$ cat config.mk
export PLATFORM = sky130hd
export DESIGN_NAME = irq_mode_pins
export DESIGN_NICKNAME = d
export VERILOG_FILES = /design/src/rtl/irq_mode_pins.sv
export SDC_FILE = /design/constraint.sdc
export NUM_CORES = 1
export LEC_CHECK = 0
export BUFFER_PORTS_ARGS = -buffer_cell sky130_fd_sc_hd__buf_2
export CAP_MARGIN = 15
export CORE_MARGIN = 1
export CORE_UTILIZATION = 53
export CTS_BUF_LIST = sky130_fd_sc_hd__clkbuf_8
export DETAILED_ROUTE_END_ITERATION = 7
export PLACE_DENSITY = 0.9
export SYNTH_ARGS = -nofsm -noshare
export SYNTH_HDL_FRONTEND = slang
export SYNTH_SLANG_ARGS = --single-unit
export TNS_END_PERCENT = 20
$ cat constraint.sdc
create_clock -name clk -period 2.95 [get_ports clk]
set_input_delay 0.59 -clock clk [delete_from_list [all_inputs] [get_ports clk]]
set_output_delay 0.59 -clock clk [all_outputs]
set_load 0.02 [all_outputs]
$ cat src/rtl/irq_mode_pins.sv
module irq_mode_pins #(
  parameter int unsigned NPIN = 4
) (
  input  logic            clk,
  input  logic            rst_n,
  input  logic [NPIN-1:0] pin_n,
  input  logic            cfg_we,
  input  logic [NPIN-1:0] cfg_enable_d,
  input  logic [NPIN-1:0] cfg_edge_d,
  input  logic            clr_we,
  input  logic [NPIN-1:0] clr_bits,
  output logic [NPIN-1:0] boot_mode,
  output logic [NPIN-1:0] cfg_enable,
  output logic [NPIN-1:0] cfg_edge,
  output logic [NPIN-1:0] pending,
  output logic            wake_wait,
  output logic            wake_stop
);

  logic [NPIN-1:0] mode_q;
  logic [NPIN-1:0] s1, s2, s3;
  logic [NPIN-1:0] en_q, edge_q, flag_q;
  logic [NPIN-1:0] fall, set_flag;

  always_ff @(posedge clk)
    if (!rst_n) mode_q <= pin_n;

  always_ff @(posedge clk or negedge rst_n)
    if (!rst_n) begin
      s1 <= '1;
      s2 <= '1;
      s3 <= '1;
    end else begin
      s1 <= pin_n;
      s2 <= s1;
      s3 <= s2;
    end

  always_ff @(posedge clk or negedge rst_n)
    if (!rst_n) begin
      en_q   <= '0;
      edge_q <= '0;
    end else if (cfg_we) begin
      en_q   <= cfg_enable_d;
      edge_q <= cfg_edge_d;
    end

  assign fall     = s3 & ~s2;
  assign set_flag = fall & en_q & edge_q;

  always_ff @(posedge clk or negedge rst_n)
    if (!rst_n) flag_q <= '0;
    else        flag_q <= set_flag | (flag_q & ~({NPIN{clr_we}} & clr_bits));

  assign boot_mode  = mode_q;
  assign cfg_enable = en_q;
  assign cfg_edge   = edge_q;
  assign pending    = en_q & ((edge_q & flag_q) | (~edge_q & ~s2));
  assign wake_wait  = |pending;
  assign wake_stop  = rst_n & |(en_q & ~(pin_n & s2));

  assert_mode_hold_R2: assert property (@(posedge clk) disable iff (!rst_n)
    $past(rst_n) |-> $stable(boot_mode));

  for (genvar i = 0; i < NPIN; i++) begin : g_chk
    assert_level_follow_R4: assert property (@(posedge clk) disable iff (!rst_n)
      ($past(rst_n) && $past(rst_n, 2) && en_q[i] && !edge_q[i])
        |-> (pending[i] == !$past(pin_n[i], 2)));

    assert_edge_needs_fall_R5: assert property (@(posedge clk) disable iff (!rst_n)
      ($past(rst_n) && $past(rst_n, 2) && $past(rst_n, 3) && $past(rst_n, 4) &&
       $rose(pending[i]) && en_q[i] && edge_q[i] && $past(en_q[i] && edge_q[i]))
        |-> ($past(!pin_n[i], 3) && $past(pin_n[i], 4)));

    assert_flag_sticky_R6: assert property (@(posedge clk) disable iff (!rst_n)
      ($past(pending[i]) && $past(en_q[i] && edge_q[i]) && en_q[i] && edge_q[i] &&
       !$past(clr_we && clr_bits[i])) |-> pending[i]);
  end

endmodule

==> results by group, run 1 <==
Route
  – Final WL: 1.95 mm
  – First-pass DRT Iterations: 4
  – DR vias/cell: 5.06
  – WL/cell: 13.9 um
  – 1st-iter DRT viols: 10
  – Residual DRC: 0
  – Final ANT Viol Nets: 0
  – DR vias: about 700

GRT
  – Total GRT Usage: 19.9%
  – GR Overflow Total: 0
  – Global-route wire length before repair: 2.86 mm
  – Initial antenna violation count: 0
  – Met1 global-route usage: 24.7%
  – Number of global-route vias before repair: around 640
  – Met3 Usage GRT: 3.53%
  – Layer with the highest usage: met2
  – Met2 Track Usage GR: 33.8%
  – Largest net degree at the start of global routing: 25

Finish
  – Cell area after layout: 0.00131 mm2
  – Share of layout cells above drive strength 1: a little under three fifths
  – Syn-to-layout area delta: 26.6%
  – N_diodes: 0
  – Final #Nets: 136

Logic synthesis
  – Adder-cell share of the synthesized area: 0%
  – Simple-gate share of the synthesized area: 13.8%
  – Most common cell in the netlist: nand2_1
  – Main area contributors after synthesis: dfstp_2 31%, dfrtp_1 29%, edfxtp_1 12%
  – Synth unique cells: 16
  – Number of synthesized register bits: 28
  – Largest family of logic cells by synthesized area: simple AND/OR/NAND/NOR gates
  – Synth Area in XOR/XNOR: 0%
  – Post-Syn Nets: 94
  – Yosys top cell by area: dfstp_2
  – Synth async-reset ratio: 85.7%
  – Mux contribution to synthesized area: under 10%
  – Syn Area/Cell: 13.9 um2
  – Top-area cell type share of the netlist area: 30.6%
  – Ranking of synthesized cells by instance count: 20 x nand2_1, 12 x dfrtp_1, 12 x dfstp_2
  – Mapped cell area: 0.00103 mm2
  – Post-synth EDFFs: 4
  – Complex-gate fraction of the synthesized area: about 5.2%
  – Fraction of the yosys area taken by sequential cells: about 70%
  – Ys Warns: 0
  – Post-Syn Instances: 74
  – Top_reg_cell synth: dfstp_2

Critical path
  – FF-to-FF End: flag_q[1]
  – CP endpoint kind: primary output
  – Worst path arrival time: 1.68 ns
  – Worst Path Max Fanout: 4
  – Reg-to-Reg Start: s2[1]
  – Setup CP Type: reg2out
  – Reg2reg setup slack: approximately 2.1 ns
  – R2R depth: 2
  – Worst setup SP type: flip-flop
  – CP required: 2.36 ns

Floorplanning
  – Core box area: 0.00178 mm2
  – Ports: 38
  – # rows: 15
  – Die height: 46.1 um
  – Total Die Area: 0.00213 mm2
  – Die width: 46.1 um
  – Initial core utilization: 57.8%

Place
  – Port Buffer Count: 37
  – DP Area: 0.00125 mm2
  – RePlAce Congestion: 0.777

Timing
  – Final Setup Violations: 0
  – Pins Over Slew Limit: 0
  – Tmin final: 2.27 ns
  – Top achievable clock speed: between 400 and 500 MHz
  – Hold Violations, Final: 0
  – Setup Skew: 0.000787 ns
  – Setup TNS: 0 ns
  – RSZ-0062 raised after global routing: no
  – Slew headroom: 80.8%
  – Final Cycle Share: 77.1%
  – Least-Margin Pin Slew: roughly 0.29 ns

CTS
  – Depth of the CTS H-tree: 1
  – Skew-Pair Late Insertion Delay: between 0.2 and 0.3 ns
  – Clock tree buffer depth: 2
  – Post_cts resized: 0
  – Clock slew at reported path FFs: roughly 0.090 ns
  – Total CTS buffers: 3
  – CTS tree: done
  – Post-CTS Hold Buffers: 0
  – Clock sink count: 28
  – Root buffer cell: clkbuf_8
  – Post-CTS setup buffer count: 0

Worst hold path
  – Worst hold path type: in2async

Pwr
  – Sequential group share of total power: 56.3%
  – Switch Pwr: slightly above 0.2 mW
  – Comb power frac: 15.5%
  – Total power: just over 0.8 mW
  – Static leakage power: 0.618 nW
  – Switching Fraction: 25.4%
  – Clock power share: 28.2%
  – Worst VDD drop: 0.000434 V
  – Internal Dissipation: 0.601 mW
  – Power per cell area: 617 mW/mm2

Job
  – Max_cap viols: 0

Run status
  – Status: complete, no violations
-- registers in the layout, indices dropped and copies added (netlist names) --
name,flops
boot_mode,4
s2,4
cfg_enable,4
cfg_edge,4
s1,4
flag_q,4
s3,4
-- how the worst max path moves through the flow --
stage	startpoint	endpoint	slack, ns	depth (start not counted)
after floorplan	cfg_edge[0]	wake_wait	0.81	3
after global placement	s2[2]	wake_wait	1.00	4
after detailed placement	s2[0]	wake_wait	0.98	4
after CTS	s2[2]	wake_wait	0.68	4
after global routing	s2[0]	wake_wait	0.60	4
final	s2[2]	wake_wait	0.68	4
-- kinds of logic after synthesis --
family                 Yosys count
muxes                            8
buffers and inverters            2
DFF                             28
and+or+nand+nor                 29
AOI/OAI and AO/OA                7
-- worst max-delay path, cell delays in order, from the launching register on --
cell,delay (ns)
dfstp_2,0.56
or2_2,0.12
a21boi_2,0.05
or4_1,0.51
buf_2,0.17
-- layer usage --
| layer | wire (um) | share of wire (%) |
|---|---|---|
| met5 | 0 | 0 |
| met4 | 26 | 1.3 |
| met3 | 80 | 4.1 |
| met2 | 983 | 50 |
| met1 | 860 | 44 |
-- cells in the final DEF, fill, tap and decap left out, drive strengths merged --
master / instances
or2: 4
a21oi: 1
inv: 1
edfxtp: 4
nand4b: 4
dfstp: 12
buf: 38
a21boi: 4
a22oi: 2
nand2: 20
mux2: 8
or4: 1
clkbuf: 4
dfrtp: 12
-- cell type report --
cell class | count | area, um2
inverters | 1 | 3.75
well taps | 25 | 31.3
flip-flops and latches | 28 | 736
fillers | 137 | 478
multi-input cells | 44 | 287
clock buffers | 4 | 55.1
repair buffers | 38 | 193
-- power groups by stage --
| stage | combinational, mW | clock [mW] | sequential (mW) |
|---|---|---|---|
| floorplan | 0.0525 | 0 | 0.474 |
| CTS | 0.126 | 0.229 | 0.453 |
| global placement | 0.122 | 0 | 0.458 |
| finish | 0.125 | 0.227 | 0.453 |
| detailed placement | 0.125 | 0 | 0.460 |
| global route | 0.135 | 0.243 | 0.457 |
-- stage by stage --
| step | setup WS (ns) | hold WS, ns | util, % | instances |
|---|---|---|---|---|
| after global routing | 0.602 | 0.318 | 73.2 | 140 |
| after floorplan | 0.809 | 0.294 | - | 74 |
| after detailed placement | 0.981 | 0.347 | 70.1 | 136 |
| after CTS | 0.677 | 0.302 | 73.2 | 140 |
| after global placement | 1.00 | 0.345 | 70.1 | 136 |
| final | 0.677 | 0.296 | 73.2 | 140 |
Power figures use the tool's default switching activity.
==> run 2: changes to the inputs <==
ABC_AREA = 1   (was not set)
CORE_UTILIZATION = 50   (was 53)
PLACE_DENSITY = 0.85   (was 0.9)
clock period = 2.2 ns   (was 2.95 ns; I/O delays follow)
==> run 2 against run 1 <==
Sequential power is 33% higher. Wire length is 8.8% higher. Clock skew is 0.0021 ns higher. Final area is 2.0% higher. Total power is 30% higher. Sequential cell count stayed put. Register-to-register slack worse by 0.80 ns. Cell count is 22% higher. Critical path depth is 2 higher. Non-clock buffer count stayed put. Area after synthesis is 3.9% higher. Worst setup slack worse by 0.26 ns. Critical path type unchanged. Critical endpoint is now wake_stop. Largest power group unchanged.
==> results by group, run 2 <==
Run status
  – Status: complete, no violations (unchanged)

Timing
  – Least-Margin Pin Slew: 0.290 ns (was 0.287 ns)
  – Setup Skew: 0.00288 ns (was 0.000787 ns)
  – Final Setup Violations: 0 (unchanged)
  – Slew headroom: 80.7% (was 80.8%)
  – Pins Over Slew Limit: 0 (unchanged)
  – Final Cycle Share: 81.1%
  – Top achievable clock speed: roughly 560 MHz
  – Setup TNS: 0 ns (unchanged)
  – Hold Violations, Final: 0 (unchanged)
  – Fin worst setup slack: 0.416 ns (was 0.677 ns)
  – Tmin final: around 1.8 ns
  – RSZ-0062 raised after global routing: no (unchanged)

Finish
  – Final #Nets: 165 (was 136)
  – Core Util, Final: 67.2% (was 73.2%)
  – Finished Layout Cells: 171 (was 140)
  – Syn-to-layout area delta: 24.3% (was 26.6%)
  – Most common cell after layout, fill and taps aside: nand2_1 (was buf_2)
  – N_diodes: 0 (unchanged)
  – Share of layout cells above drive strength 1: 38.9% (was 55.7%)
  – Most frequent cells in the layout: 38 x nand2_1, 37 x buf_2, 18 x inv_1 (was 37 x buf_2, 20 x nand2_1, 12 x dfrtp_1, 12 x dfstp_2, 8 x mux2_2)

GRT
  – Global-route wire length before repair: 3.29 mm (was 2.86 mm)
  – Initial antenna violation count: 0 (unchanged)
  – Largest net degree at the start of global routing: 25 (unchanged)
  – Number of global-route vias before repair: 742 (was 642)
  – GR Overflow Total: 0 (unchanged)
  – Total GRT Usage: 21.5% (was 19.9%)

CTS
  – Clock slew at reported path FFs: 0.09 ns (about the same)
  – Post-CTS setup buffer count: 0 (unchanged)
  – Clock tree buffer depth: 2 (unchanged)
  – Clock sink count: 28 (unchanged)
  – Skew-Pair Late Insertion Delay: 0.27 ns (about the same)
  – Post-CTS Hold Buffers: 0 (unchanged)
  – Depth of the CTS H-tree: 1 (unchanged)
  – Total CTS buffers: 3 (unchanged)
  – Root buffer cell: clkbuf_8 (unchanged)
  – Post_cts resized: 0 (unchanged)
  – CTS tree: done (unchanged)

Floorplanning
  – Ports: 38 (unchanged)
  – # rows: 16 (was 15)
  – Die width: 48.3 um (was 46.1 um)
  – Core box area: 0.00198 mm2 (was 0.00178 mm2)
  – Initial core utilization: 54.0% (was 57.8%)
  – Die height: 48.3 um (was 46.1 um)
  – Total Die Area: 0.00233 mm2 (was 0.00213 mm2)

Place
  – Pre-CTS WS: 0.710 ns (was 0.981 ns)
  – Port Buffer Count: 37 (unchanged)
  – Post-DP HPWL: 1.60 mm
  – RePlAce Congestion: 0.766 (was 0.777)
  – Placed insts: 167 (was 136)

Critical path
  – Reg-to-Reg Start: s3[3] (was s2[1])
  – FF-to-FF End: flag_q[3] (was flag_q[1])
  – Setup CP Type: reg2out (unchanged)
  – CP required: 1.76 ns (was 2.36 ns)
  – R2R depth: 2 (unchanged)
  – Worst setup SP type: flip-flop (unchanged)
  – CP endpoint kind: primary output (unchanged)
  – Reg2reg setup slack: 1.30 ns (was 2.10 ns)
  – Worst Path Max Fanout: 4 (unchanged)
  – Worst path arrival time: 1.34 ns (was 1.68 ns)

Logic synthesis
  – Post-Syn Nets: 123 (was 94)
  – Fraction of the yosys area taken by sequential cells: 68.7% (was 71.4%)
  – Ys Warns: 0 (unchanged)
  – Ranking of synthesized cells by instance count: 38 x nand2_1, 17 x inv_1, 12 x dfrtp_1, 12 x dfstp_2, 7 x o21ai_0 (was 20 x nand2_1, 12 x dfrtp_1, 12 x dfstp_2)
  – Main area contributors after synthesis: dfstp_2 29%, dfrtp_1 28%, nand2_1 13% (was dfstp_2 31%, dfrtp_1 29%, edfxtp_1 12%)
  – Synth async-reset ratio: 85.7% (unchanged)
  – Top-area cell type share of the netlist area: 29.4% (was 30.6%)
  – Top_reg_cell synth: dfstp_2 (unchanged)
  – Most common cell in the netlist: nand2_1 (unchanged)
  – Yosys top cell by area: dfstp_2 (unchanged)
  – Post-synth EDFFs: 4 (unchanged)
  – Number of synthesized register bits: 28 (unchanged)
  – Post-Syn Instances: 103 (was 74)
  – Syn Area/Cell: 10.4 um2 (was 13.9 um2)
  – Mapped cell area: 0.00107 mm2 (was 0.00103 mm2)
  – Synth unique cells: 12 (was 16)

Worst hold path
  – Worst hold path type: in2async (unchanged)

Pwr
  – Switching Fraction: 27.3% (was 25.4%)
  – Clock power share: 25.8% (was 28.2%)
  – Internal Dissipation: 0.762 mW (was 0.601 mW)
  – Switch Pwr: 0.286 mW (was 0.204 mW)
  – Sequential group share of total power: 57.4% (was 56.3%)
  – Power per cell area: 787 mW/mm2 (was 617 mW/mm2)
  – Worst VDD drop: 0.000463 V (was 0.000434 V)
  – Comb power frac: 16.8% (was 15.5%)
  – Static leakage power: 0.707 nW (was 0.618 nW)

Route
  – WL/cell: 12.4 um (was 13.9 um)
  – Final WL: 2.12 mm (was 1.95 mm)
  – Residual DRC: 0 (unchanged)
  – Final ANT Viol Nets: 0 (unchanged)
  – DR vias: 803 (was 708)
  – DR vias/cell: 4.70 (was 5.06)
  – 1st-iter DRT viols: 18 (was 10)
  – First-pass DRT Iterations: 4 (unchanged)

Job
  – Max_cap viols: 0 (unchanged)
-- run 2: layer usage --
| layer | vias up | GRT usage, % | part of all wire, % |
|---|---|---|---|
| li1 | 399 | - | - |
| met1 | 375 | 27.5 | 44 |
| met2 | 25 | 36.3 | 51 |
| met3 | 4 | 3.70 | 4.3 |
| met4 | 0 | 8.33 | 1.1 |
| met5 | - | 0 | 0 |
-- run 2: cells by family (layout without fill, tap and decap cells) --
logic type             after synthesis  in the layout  share of synthesized area, %
muxes                                2              2                          2.10
buffers and inverters               18             59                          7.01
AOI/OAI and AO/OA                   10             10                          5.37
and+or+nand+nor                     45             45                          16.8
DFF                                 28             28                          68.7
-- run 2: through the flow --
stage	power [mW]	area [um2]	hold WS, ns
after floorplan	0.709	1070	0.144
after global placement	0.778	1290	0.346
after detailed placement	0.788	1290	0.347
after CTS	1.05	1330	0.152
after global routing	1.10	1330	0.176
final	1.05	1330	0.147
-- run 2: worst max-delay path by stage --
stage	start	end	slack, ns	cells past startpoint
4_1_cts	s2[3]	wake_stop	0.43	6
3_5_place_dp	pin_n[3]	wake_stop	0.71	7
6_report	s2[3]	wake_stop	0.42	6
2_1_floorplan	cfg_enable[1]	wake_stop	0.83	4
3_3_place_gp	pin_n[3]	wake_stop	0.74	7
5_1_grt	s2[3]	wake_stop	0.33	6
-- run 2: final cells by class --
cell class | count | area, um2
timing repair buffer | 38 | 193
fill | 141 | 651
clock inverter | 1 | 3.75
tap | 27 | 33.8
multi-input combinational | 57 | 260
sequential | 28 | 736
inverter | 17 | 63.8
clock buffer | 3 | 41.3
-- run 2: power by group through the flow --
stage	Clock, mW	Combinational [mW]	Sequential [mW]
after floorplan	0	0.0784	0.630
after global placement	0	0.170	0.608
after detailed placement	0	0.177	0.611
after CTS	0.275	0.178	0.602
after global routing	0.297	0.197	0.607
final	0.270	0.176	0.602
-- run 2: worst max-delay path, stage by stage, from the launching register on --
cell and delay, ns:
dfstp_2 0.56, nand2_1 0.07, nand2_1 0.08, nand2_1 0.08
nor2_1 0.09, nor2_1 0.04, buf_2 0.16
==> run 3: changes to the inputs <==
ABC_AREA = 0   (was 1)
CORE_UTILIZATION = 45   (was 50)
PLACE_DENSITY = 0.82   (was 0.85)
clock period = 1.5 ns   (was 2.2 ns; I/O delays follow)
==> run 3 against run 2 <==
Critical endpoint is now wake_wait. Die area increased by 6.7%. Sequential power up 46%. Final area grew 8.2%. Sequential share of layout area down 4.2 points. Register-to-register slack worse by 0.74 ns. Via count shrank 4.9%. Count of clock-buffer cells in the layout unchanged. Critical path depth shrank 2. Clock power grew 50%. Global-route usage up 0.15 points. Total power increased by 56%. Largest power group unchanged. The run now ends with negative hold slack, negative setup slack left. Wire length is 8.7% higher.
==> results by group, run 3 (synthesis gave the netlist of run 1 again) <==
Run status
  – Status: finished with violations (was complete, no violations)
  – Failing checks: negative hold slack, negative setup slack

Route
  – Final WL: 2.31 mm (was 2.12 mm)
  – Residual DRC: 0 (unchanged)
  – WL/cell: 15.0 um (was 12.4 um)
  – DR vias: 764 (was 803)
  – Final ANT Viol Nets: 0 (unchanged)
  – 1st-iter DRT viols: 11 (was 18)
  – First-pass DRT Iterations: 4 (unchanged)
  – DR vias/cell: 4.96 (was 4.70)

Pwr
  – Power per cell area: 1130 mW/mm2 (was 787 mW/mm2)
  – Worst VDD drop: 0.000956 V (was 0.000463 V)
  – Static leakage power: 0.687 nW (was 0.707 nW)

GRT
  – Global-route wire length before repair: 3.87 mm (was 3.29 mm)
  – Total GRT Usage: 21.6% (was 21.5%)
  – Met3 Usage GRT: 3.40% (was 3.70%)
  – Layer with the highest usage: met2 (unchanged)
  – GR Overflow Total: 0 (unchanged)
  – Largest net degree at the start of global routing: 25 (unchanged)
  – Met1 global-route usage: 27.6% (was 27.5%)
  – Initial antenna violation count: 0 (unchanged)
  – Number of global-route vias before repair: 823 (was 742)
  – Met2 Track Usage GR: 35.8% (was 36.3%)

Finish
  – Final #Nets: 148 (was 165)
  – Most common cell after layout, fill and taps aside: buf_2 (was nand2_1)
  – Finished Layout Cells: 154 (was 171)
  – Register area: 736 um2 (unchanged)
  – Share of layout cells above drive strength 1: 64.6% (was 38.9%)
  – Most frequent cells in the layout: 33 x buf_2, 20 x nand2_1, 15 x buf_4 (was 38 x nand2_1, 37 x buf_2, 18 x inv_1)
  – Footprint of the multi-input gates: 322 um2 (was 260 um2)
  – Cell area after layout: 0.00144 mm2 (was 0.00133 mm2)
  – Fillers: 136 (was 141)
  – Syn-to-layout area delta: 39.7% (was 24.3%)
  – N_diodes: 0 (unchanged)

Floorplanning
  – Die width: 49.9 um (was 48.3 um)
  – # rows: 16 (unchanged)
  – Ports: 38 (unchanged)
  – Initial core utilization: 50.0% (was 54.0%)
  – Core box area: 0.00206 mm2 (was 0.00198 mm2)
  – Die height: 49.9 um (was 48.3 um)
  – Total Die Area: 0.00249 mm2 (was 0.00233 mm2)

Place
  – Post-DP HPWL: 1.80 mm (was 1.60 mm)
  – DP Area: 0.00137 mm2 (was 0.00129 mm2)
  – Pre-CTS WS: -0.204 ns (was 0.710 ns)
  – Port Buffer Count: 37 (unchanged)
  – RePlAce Congestion: 0.812 (was 0.766)
  – Placed insts: 150 (was 167)

CTS
  – Clock sink count: 28 (unchanged)
  – Clock slew at reported path FFs: 0.09 ns (about the same)
  – Clock tree buffer depth: 2 (unchanged)
  – Total CTS buffers: 3 (unchanged)
  – Root buffer cell: clkbuf_8 (unchanged)
  – Depth of the CTS H-tree: 1 (unchanged)
  – Skew-Pair Late Insertion Delay: 0.27 ns (about the same)
  – Post-CTS Hold Buffers: 0 (unchanged)
  – CTS tree: done (unchanged)

Critical path
  – Worst Path Max Fanout: 2 (was 4)
  – CP required: 1.20 ns (was 1.76 ns)
  – CP max stage delay: 0.55 ns (was 0.56 ns)
  – Reg2reg setup slack: 0.56 ns (was 1.30 ns)
  – CP cell instances: or2_4 > a21boi_4 > or4_4 > buf_6 (was nand2_1 > nand2_1 > nand2_1 > nor2_1 > nor2_1 > buf_2)
  – Setup CP Type: reg2out (unchanged)
  – Worst path arrival time: 1.66 ns (was 1.34 ns)
  – Worst setup SP type: flip-flop (unchanged)
  – CP endpoint kind: primary output (unchanged)
  – Slowest CP cell: dfstp_2 (unchanged)
  – Delay-heaviest family, CP: simple AND/OR/NAND/NOR gates (was flip-flops)
  – Reg-to-Reg Start: cfg_edge[0] (was s3[3])
  – Buf/Inv on CP: 1 (unchanged)
  – R2R depth: 2 (unchanged)
  – FF-to-FF End: cfg_edge[0] (was flag_q[3])

Timing
  – Least-Margin Pin Slew: 0.290 ns (about the same)
  – Top achievable clock speed: 510 MHz
  – Pins Over Slew Limit: 0 (unchanged)
  – Setup Skew: 0.000988 ns (was 0.00288 ns)
  – Fin worst setup slack: -0.460 ns (was 0.416 ns)
  – Tmin final: 1.96 ns
  – Final Setup Violations: 6 (was 0)
  – Fin Hold WS: -0.000744 ns (was 0.147 ns)
  – Hold Violations, Final: 1 (was 0)
  – Final Cycle Share: 131%
  – Setup TNS: -0.945 ns (was 0 ns)
  – Slew headroom: 80.7% (about the same)
  – RSZ-0062 raised after global routing: yes (was no)

Job
  – Max_cap viols: 0 (unchanged)

Worst hold path
  – Worst hold path type: in2async (unchanged)
run 3: cell types whose count changed in the layout (fill, tap and decap cells not counted), moves of 4 or more:
cell	before	now
buf_2	37	33
buf_4	1	15
inv_1	18	2
mux2_2	2	8
nand2_1	38	20
nand3_1	4	0
nand4b_1	0	4
o21ai_0	7	0
run 3: timing repair:
action                     in CTS  in global routing
gates resized for setup         7                  2
pin swaps                       5                  5
hold endpoints to repair        0                  0
setup endpoints to repair       6                  6
setup buffers                   0                  0
run 3: metal layers:
metal  share of wire, %  vias up  wire length (um)
li1                   -      359                 -
met1                 43      372               983
met2                 51       26              1170
met3                3.8        7                87
met4                3.0        0                69
met5                  0        -                 0
run 3: cell type report:
type	instances	share of cell area [%]
Timing Repair Buffer	50	20.9
Tap cell	27	2.35
Sequential cell	28	51.1
Multi-Input combinational cell	44	22.3
Clock buffer	3	2.87
Clock inverter	1	0.261
Inverter	1	0.261
run 3: worst max path at each step:
stage                            to  depth (start not counted)  slack (ns)   from
after floorplan           wake_wait                          3       -0.11  s2[3]
after global placement    wake_wait                          4       -0.17  s2[3]
after detailed placement  wake_wait                          4       -0.20  s2[3]
after CTS                 wake_wait                          4       -0.48  s2[1]
after global routing      wake_wait                          4       -0.48  s2[3]
final                     wake_wait                          4       -0.46  s2[3]
run 3: per-stage QoR:
stage	power, mW	util, %
global placement	1.20	66.2
floorplan	1.05	-
finish	1.63	69.8
CTS	1.64	69.6
detailed placement	1.22	66.2
global route	1.69	69.8
run 3: power by group:
part / switching [mW] / internal, mW
clock: 0.222 / 0.184
combinational: 0.180 / 0.163
sequential: 0.0355 / 0.846
